--- src/rtl/opnd_addr_unit.sv ---
module opnd_addr_unit #(
  parameter int DW     = 16,
  parameter int RW     = 4,
  parameter int PC_IDX = 0,
  parameter int SP_IDX = 1
) (
  input  logic [2:0]    mode_i,
  input  logic          is_dst_i,
  input  logic          byte_i,
  input  logic [RW-1:0] reg_idx_i,
  input  logic [DW-1:0] reg_val_i,
  input  logic [DW-1:0] ext_i,
  input  logic [DW-1:0] pc_i,
  output logic          opnd_is_reg_o,
  output logic [RW-1:0] opnd_reg_o,
  output logic          opnd_is_mem_o,
  output logic [DW-1:0] addr_o,
  output logic          imm_valid_o,
  output logic [DW-1:0] imm_o,
  output logic          wb_en_o,
  output logic [RW-1:0] wb_reg_o,
  output logic [DW-1:0] wb_val_o,
  output logic          ext_used_o,
  output logic          mode_err_o
);
  localparam logic [2:0] M_REG = 3'd0;
  localparam logic [2:0] M_IDX = 3'd1;
  localparam logic [2:0] M_SYM = 3'd2;
  localparam logic [2:0] M_ABS = 3'd3;
  localparam logic [2:0] M_IND = 3'd4;
  localparam logic [2:0] M_INC = 3'd5;
  localparam logic [2:0] M_IMM = 3'd6;

  logic          aligned_reg;
  logic [DW-1:0] step;

  assign aligned_reg = (reg_idx_i == RW'(PC_IDX)) || (reg_idx_i == RW'(SP_IDX));
  assign step        = (byte_i && !aligned_reg) ? DW'(1) : DW'(2);

  always_comb begin
    opnd_is_reg_o = 1'b0;
    opnd_reg_o    = '0;
    opnd_is_mem_o = 1'b0;
    addr_o        = '0;
    imm_valid_o   = 1'b0;
    imm_o         = '0;
    wb_en_o       = 1'b0;
    wb_reg_o      = '0;
    wb_val_o      = '0;
    ext_used_o    = 1'b0;
    mode_err_o    = 1'b0;
    if (is_dst_i && mode_i >= M_IND) begin
      mode_err_o = 1'b1;
    end else begin
      case (mode_i)
        M_REG: begin
          opnd_is_reg_o = 1'b1;
          opnd_reg_o    = reg_idx_i;
        end
        M_IDX: begin
          opnd_is_mem_o = 1'b1;
          addr_o        = reg_val_i + ext_i;
          ext_used_o    = 1'b1;
        end
        M_SYM: begin
          opnd_is_mem_o = 1'b1;
          addr_o        = pc_i + ext_i;
          ext_used_o    = 1'b1;
        end
        M_ABS: begin
          opnd_is_mem_o = 1'b1;
          addr_o        = ext_i;
          ext_used_o    = 1'b1;
        end
        M_IND: begin
          opnd_is_mem_o = 1'b1;
          addr_o        = reg_val_i;
        end
        M_INC: begin
          opnd_is_mem_o = 1'b1;
          addr_o        = reg_val_i;
          wb_en_o       = 1'b1;
          wb_reg_o      = reg_idx_i;
          wb_val_o      = reg_val_i + step;
        end
        M_IMM: begin
          imm_valid_o   = 1'b1;
          imm_o         = ext_i;
          ext_used_o    = 1'b1;
        end
        default: mode_err_o = 1'b1;
      endcase
    end
  end

  always_comb begin
    a_r1_reg_no_mem: assert (!(opnd_is_reg_o && (opnd_is_mem_o || wb_en_o || ext_used_o)))
      else $error("R1: register operand with memory side effect");
    a_r9_err_quiet: assert (!(mode_err_o && (opnd_is_reg_o || opnd_is_mem_o || imm_valid_o || wb_en_o || ext_used_o)))
      else $error("R9: error flag with active outputs");
    a_r10_wb_src_only: assert (!(wb_en_o && is_dst_i))
      else $error("R10: write-back on destination operand");
    a_r8_imm_no_mem: assert (!(imm_valid_o && (opnd_is_mem_o || !ext_used_o)))
      else $error("R8: immediate with memory access");
    a_r7_step_range: assert (!wb_en_o || (wb_val_o - reg_val_i == DW'(1)) || (wb_val_o - reg_val_i == DW'(2)))
      else $error("R7: increment step out of range");
    a_r5_kind_onehot: assert ($onehot0({opnd_is_reg_o, opnd_is_mem_o, imm_valid_o, mode_err_o}))
      else $error("R5: operand kind not one-hot");
  end
endmodule

--- config.mk ---
export PLATFORM = sky130hd
export DESIGN_NAME = opnd_addr_unit
export DESIGN_NICKNAME = d
export VERILOG_FILES = /design/src/rtl/opnd_addr_unit.sv
export SDC_FILE = /design/constraint.sdc
export NUM_CORES = 1
export LEC_CHECK = 0
export BUFFER_PORTS_ARGS = -buffer_cell sky130_fd_sc_hd__buf_2
export CORE_MARGIN = 3
export CORE_UTILIZATION = 30
export DETAILED_ROUTE_END_ITERATION = 8
export PLACE_DENSITY_LB_ADDON = 0.12
export SLEW_MARGIN = 0
export SYNTH_ARGS = -nofsm -noshare
export SYNTH_HDL_FRONTEND = slang
export SYNTH_SLANG_ARGS = --single-unit
--- constraint.sdc ---
create_clock -name vclk -period 5.8
set_input_delay 1.16 -clock vclk [all_inputs]
set_output_delay 1.16 -clock vclk [all_outputs]
set_load 0.01 [all_outputs]
==> flow_metrics.py, run 1 <==
metrics = {
    "outcome": {
        "status": "completed",
    },
    "final_layout": {
        "register_area_sq_um": 0,
        "layout_commonest_cell": "buf_2",
        "antennaDiodeCount": 0,
        "nNetsFinal": 468,
        "drive_gt1_frac": 0.375,
        "final_cell_mix": "119 x buf_2, 34 x nor2_1, 25 x a21oi_1",
        "clockBufferCount": 0,
        "numSequentialCells": 0,
        "area_delta_synth_final_pct": 32.6,
    },
    "placement": {
        "numPortBuffers": 119,
        "hpwl_um": 5940,
        "gp_congestion": 0.892,
    },
    "critical_path": {
        "required_ps": 4640,
        "cpPeakStageDelay_ps": 400,
        "crit_type": "input port to primary output",
        "cp_cell_sequence": "buf_2, nand2b_4, nor2_8, mux2_2, ha_1, inv_1, fa_1, nand3b_1, a211oi_2, nor2_1, o41ai_2, xnor2_1, o21ai_1, buf_2",
        "end_kind": "primary output",
        "crit_slowest_cell": "fa_1",
        "cp_max_fo": 19,
        "cp-start-kind": "input port",
        "cpMostUsedCell": "buf_2",
        "arrival_ps": 3910,
    },
    "grt": {
        "grt_overflow": 0,
        "grt_pass1_wl_um": 10900,
        "grt_pass1_vias": 2069,
        "grt_max_degree": 20,
        "antenna_found_initial": 0,
        "grt_usage": 0.176,
    },
    "timing": {
        "slew_headroom": 0.310,
        "finalCriticalPeriod_ps": 5070,
        "period_share": 0.874,
        "rsz0062_at_grt": "no",
        "hold_violations": 0,
        "tightest_slew_ps": 1030,
        "setup-violations-final": 0,
        "fmax_mhz": 197,
        "tns_ps": 0,
        "slew_violations": 0,
        "hold_ws_ps": 2630,
    },
    "floorplanning": {
        "dieArea_sq_um": 7440,
        "num_io_pins": 119,
        "core_area_sq_um": 6100,
        "num_rows": 28,
        "initial_core_util": 0.317,
        "dieWidth_um": 86.3,
        "die_y_um": 86.3,
    },
    "synthesis": {
        "synth_cell_types": 46,
        "yosysWarningCount": 0,
        "ys_seq_area_frac": 0,
        "synth_area_sq_um": 1930,
        "avgSynthCellArea_sq_um": 6.88,
        "syn-num-nets": 360,
        "synthCells": 281,
    },
    "job": {
        "drv_cap": 0,
    },
    "clocking": {
        "cts_resized": 0,
        "cts_hold_buf": 0,
        "postCtsSetupBuffers": 0,
    },
    "routing": {
        "routed_wl_um": 7040,
        "drcViolationCount": 0,
        "route.vias.total": 2377,
        "drt-wirelength-per-cell_um": 15.2,
        "firstDrtPassIters": 4,
        "drt_iter0_drc": 89,
        "viasPerCell": 5.15,
        "drt.antenna.violating_nets": 0,
    },
    "pwr": {
        "power.leakage_uw": 0.00129,
        "vdd_drop_max_uv": 43.3,
        "powerDensity_nw_per_um2": 90.6,
    },
    "min_path": {
        "whs_path_depth": 3,
        "hold_path_class": "input port to primary output",
    },
}
## cell type report
class                      count  area (sq um)
timing repair buffer         119           596
tap                           75          93.8
multi-input combinational    256          1830
fill                         713          3530
inverter                      12          45.0
## cells by family (layout without fill, tap and decap cells)
| family | count (synthesis) | count (layout) | share of synthesized area |
|---|---|---|---|
| adders and majority gates | 22 | 22 | 0.150 |
| xor gates and xnor gates | 25 | 25 | 0.113 |
| AOI/OAI and AO/OA | 81 | 81 | 0.278 |
| muxes | 16 | 16 | 0.0919 |
| and+or+nand+nor | 112 | 112 | 0.313 |
| buffers and inverters | 25 | 131 | 0.0537 |
## power breakdown
part	switching, uW	leakage (uW)	internal, uW	total (uW)
sequential	0	0	0	0
clock	0	0	0	0
combinational	132	0.00129	100	232
## worst max-delay path, delay by kind of cell
family,cells,cell delay (ps)
xor+xnor,1,160
mux,1,220
compound gates,3,560
fa+ha+maj,2,610
simple gates,4,790
buf+inv,3,420
## worst paths after layout
path                         to  slack, ps          from
setup / recovery     addr_o[14]        730     mode_i[0]
hold / removal    opnd_reg_o[2]       2630  reg_idx_i[2]
## per-stage QoR
step | instance area, sq um | total power, uW | utilization | std cells | worst slack [ps]
after global placement | 2560 | 232 | 0.421 | 462 | 757
after CTS | 2560 | 233 | 0.421 | 462 | 712
after floorplan | 1930 | 156 | - | 281 | 1030
after detailed placement | 2560 | 232 | 0.421 | 462 | 720
after global routing | 2560 | 258 | 0.421 | 462 | 487
final | 2560 | 232 | 0.421 | 462 | 730
## Yosys cell counts (all sizes together), types with 5 or more instances
cell type   n  area share
nand4       6       0.019
ha         20        0.13
clkbuf      5      0.0097
a22oi       8       0.031
mux2       14       0.082
inv        11       0.021
a21oi      25       0.065
and3        5       0.016
a222oi      5       0.026
nand2      19       0.037
nor2       36       0.082
xor2        9       0.041
xnor2      16       0.072
o21ai      25       0.067
nand3       5       0.013
buf         8       0.021
and2       20       0.065
## layer usage
layer	vias to the layer above	GRT usage	part of all wire
met5	-	0	0
met2	73	0.286	0.46
li1	1237	-	-
met3	0	0.00380	0.069
met1	1067	0.276	0.47
met4	0	0	0
No activity file was read; power rests on OpenSTA's default activity.
==> run 2: changes to the inputs <==
Settings changed: CORE_ASPECT_RATIO from default to 0.75.
==> flow_metrics.py, run 2 (synthesis gave the netlist of run 1 again) <==
metrics = {
    "final_layout": {
        "final_cell_mix": "119 x buf_2, 34 x nor2_1, 25 x a21oi_1",
        "clockBufferCount": 0,
        "nNetsFinal": 468,
        "area_delta_synth_final_pct": 32.8,
        "numSequentialCells": 0,
        "fin_cells": 465,
        "register_area_sq_um": 0,
        "drive_gt1_frac": 0.375,
        "antennaDiodeCount": 0,
        "layout_commonest_cell": "buf_2",
    },
    "routing": {
        "route.vias.total": 2361,
        "viasPerCell": 5.08,
        "routed_wl_um": 7030,
        "drt.antenna.violating_nets": 0,
        "drt-wirelength-per-cell_um": 15.1,
        "drcViolationCount": 0,
        "drt_iter0_drc": 176,
        "firstDrtPassIters": 5,
    },
    "floorplanning": {
        "core_area_sq_um": 6040,
        "dieWidth_um": 98.7,
        "num_rows": 24,
        "die_y_um": 75.5,
        "initial_core_util": 0.320,
        "num_io_pins": 119,
        "dieArea_sq_um": 7450,
    },
    "placement": {
        "numPortBuffers": 119,
        "hpwl_um": 6100,
        "gp_congestion": 0.909,
        "dp_cells": 465,
    },
    "grt": {
        "grt_overflow": 0,
        "antenna_found_initial": 0,
        "grt_pass1_wl_um": 10900,
        "use_met2": 0.274,
        "use_met3": 0.00457,
        "grt_max_degree": 20,
        "grt_pass1_vias": 2061,
        "top_usage_layer": "met1",
        "grt_usage": 0.177,
        "use_met1": 0.289,
    },
    "timing": {
        "rsz0062_at_grt": "no",
        "hold_ws_ps": 2620,
        "fmax_mhz": 195,
        "finalCriticalPeriod_ps": 5120,
        "period_share": 0.883,
        "setup-violations-final": 0,
        "slew_violations": 0,
        "hold_violations": 0,
        "tightest_slew_ps": 992,
        "tns_ps": 0,
        "slew_headroom": 0.335,
    },
    "job": {
        "drv_cap": 0,
    },
    "pwr": {
        "p_int_uw": 100,
        "pwr-share-clk": 0,
        "power.leakage_uw": 0.00129,
        "p_sw_frac": 0.569,
        "p_switching_uw": 132,
        "seq_power_share": 0,
        "combPwrFrac": 1.000,
        "powerDensity_nw_per_um2": 90.5,
        "vdd_drop_max_uv": 32.9,
    },
    "critical_path": {
        "cp-endpoint": "addr_o[6]",
        "cp_max_fo": 19,
        "end_kind": "primary output",
        "setup.worst_path.start": "mode_i[0]",
        "arrival_ps": 3960,
        "cp-start-kind": "input port",
        "required_ps": 4640,
        "crit_type": "input port to primary output",
    },
    "clocking": {
        "cts_hold_buf": 0,
        "cts_resized": 0,
        "postCtsSetupBuffers": 0,
    },
    "min_path": {
        "hold_path_class": "input port to primary output",
    },
    "outcome": {
        "status": "completed",
    },
}
==> run 2: cell counts in the layout (fill, tap and decap cells not counted) <==
Identical to the previous run, type by type.
==> run 2: critical path, cell delays in order <==
cell	delay [ps]
buf_2	200
nand2b_4	210
nor2_8	280
mux2_2	220
ha_1	190
inv_1	70
fa_1	400
nand3b_1	210
and2_1	180
o21ai_0	220
xor2_1	90
a222oi_1	300
nor2_1	70
buf_2	160
==> run 2: worst min path at each step <==
stage | start | to | slack [ps] | depth (start not counted)
2_1_floorplan | is_dst_i | imm_o[1] | 2370 | 1
3_3_place_gp | reg_idx_i[0] | opnd_reg_o[0] | 2610 | 3
3_5_place_dp | reg_idx_i[0] | opnd_reg_o[0] | 2620 | 3
4_1_cts | reg_idx_i[0] | opnd_reg_o[0] | 2620 | 3
5_1_grt | reg_idx_i[0] | opnd_reg_o[0] | 2630 | 3
6_report | reg_idx_i[0] | opnd_reg_o[0] | 2620 | 3
==> run 2: power groups by stage <==
stage | Combinational (uW) | Clock [uW] | Sequential [uW]
after CTS | 233 | 0 | 0
after global routing | 259 | 0 | 0
final | 232 | 0 | 0
after floorplan | 156 | 0 | 0
after global placement | 233 | 0 | 0
after detailed placement | 232 | 0 | 0
==> run 2: metal layers <==
metal	vias to the layer above	routed length (um)
met4	0	0
li1	1237	-
met5	-	0
met2	78	2940
met1	1046	3640
met3	0	448
==> run 2: layout make-up <==
| cell class | instances | area [sq um] |
|---|---|---|
| well taps | 78 | 97.6 |
| repair buffers | 119 | 596 |
| inverters | 12 | 45.0 |
| multi-input cells | 256 | 1830 |
| fillers | 631 | 3470 |
==> run 2: per-stage QoR <==
step	instance area [sq um]	utilization	setup WS (ps)	power [uW]
6_report	2570	0.425	679	232
2_1_floorplan	1930	-	1030	156
3_3_place_gp	2570	0.425	748	233
4_1_cts	2570	0.425	690	233
5_1_grt	2570	0.425	463	259
3_5_place_dp	2570	0.425	688	232
==> run 3: changes to the inputs <==
Settings changed: CORE_UTILIZATION 30 to 50.
==> flow_metrics.py, run 3 (synthesis gave the netlist of run 1 again) <==
metrics = {
    "min_path": {
        "hold_path_class": "input port to primary output",
        "hp-start": "reg_idx_i[0]",
    },
    "critical_path": {
        "setup.worst_path.start": "mode_i[0]",
        "arrival_ps": 4020,
        "cp-start-kind": "input port",
        "required_ps": 4640,
        "cp_max_fo": 19,
        "end_kind": "primary output",
        "crit_type": "input port to primary output",
    },
    "routing": {
        "drt_iter0_drc": 175,
        "drt-wirelength-per-cell_um": 15.3,
        "routed_wl_um": 6690,
        "drcViolationCount": 0,
        "drt.antenna.violating_nets": 0,
        "route.vias.total": 2457,
        "firstDrtPassIters": 5,
        "viasPerCell": 5.62,
    },
    "placement": {
        "numPortBuffers": 119,
        "pre_cts_ws_ps": 661,
        "hpwl_um": 5610,
        "place_area_sq_um": 2530,
        "gp_congestion": 1.03,
    },
    "floorplanning": {
        "num_io_pins": 119,
        "die_y_um": 59.9,
        "dieArea_sq_um": 4660,
        "num_rows": 18,
        "initial_core_util": 0.554,
        "dieWidth_um": 77.8,
        "core_area_sq_um": 3490,
    },
    "timing": {
        "tns_ps": 0,
        "period_share": 0.894,
        "rsz0062_at_grt": "no",
        "hold_violations": 0,
        "setup-violations-final": 0,
        "slew_violations": 0,
        "fmax_mhz": 193,
        "finalCriticalPeriod_ps": 5180,
        "tightest_slew_ps": 980,
        "hold_ws_ps": 2620,
        "slew_headroom": 0.344,
        "final.setup.worst_slack_ps": 618,
    },
    "final_layout": {
        "final_cell_mix": "119 x buf_2, 34 x nor2_1, 25 x a21oi_1",
        "register_area_sq_um": 0,
        "area_delta_synth_final_pct": 31.0,
        "drive_gt1_frac": 0.375,
        "nNetsFinal": 468,
        "layout_commonest_cell": "buf_2",
        "antennaDiodeCount": 0,
        "final_util": 0.725,
        "clockBufferCount": 0,
        "numSequentialCells": 0,
        "final_area_sq_um": 2530,
    },
    "outcome": {
        "status": "completed",
    },
    "grt": {
        "grt_overflow": 0,
        "grt_pass1_vias": 2082,
        "antenna_found_initial": 0,
        "grt_usage": 0.276,
        "grt_pass1_wl_um": 10400,
        "grt_max_degree": 20,
    },
    "pwr": {
        "powerDensity_nw_per_um2": 92.8,
        "vdd_drop_max_uv": 50.8,
        "power.leakage_uw": 0.00129,
    },
    "clocking": {
        "cts_hold_buf": 0,
        "postCtsSetupBuffers": 0,
        "cts_resized": 0,
    },
    "job": {
        "drv_cap": 0,
    },
}
[run 3: final timing paths]
| kind | endpoint | slack (ps) | depth (start not counted) |
|---|---|---|---|
| setup / recovery | addr_o[6] | 620 | 14 |
| hold / removal | opnd_reg_o[0] | 2620 | 3 |
[run 3: worst max-delay path: stages]
cell,delay (ps)
buf_2,200
nand2b_4,210
nor2_8,270
mux2_2,220
ha_1,200
inv_1,80
fa_1,420
nand3b_1,220
and2_1,180
o21ai_0,210
xor2_1,100
a222oi_1,310
nor2_1,80
buf_2,160
[run 3: final cells by class]
type                            count  area (sq um)
Timing Repair Buffer              119           596
Fill cell                         312           958
Inverter                           12          45.0
Multi-Input combinational cell    256          1830
Tap cell                           50          62.6
[run 3: stage by stage]
stage	power [uW]	instances
2_1_floorplan	156	281
3_3_place_gp	227	437
3_5_place_dp	230	437
4_1_cts	231	437
5_1_grt	258	437
6_report	235	437
[run 3: report_power, final]
part / switching, uW / internal, uW / leakage (uW) / total (uW)
Sequential: 0 / 0 / 0 / 0
Combinational: 135 / 100 / 0.00129 / 235
Clock: 0 / 0 / 0 / 0
[run 3: metal layers]
metal	share of wire	GRT usage	vias to the layer above
li1	-	-	1229
met1	0.48	0.421	1113
met2	0.43	0.424	115
met3	0.093	0.0361	0
met4	0	0.0203	0
met5	0	0	-
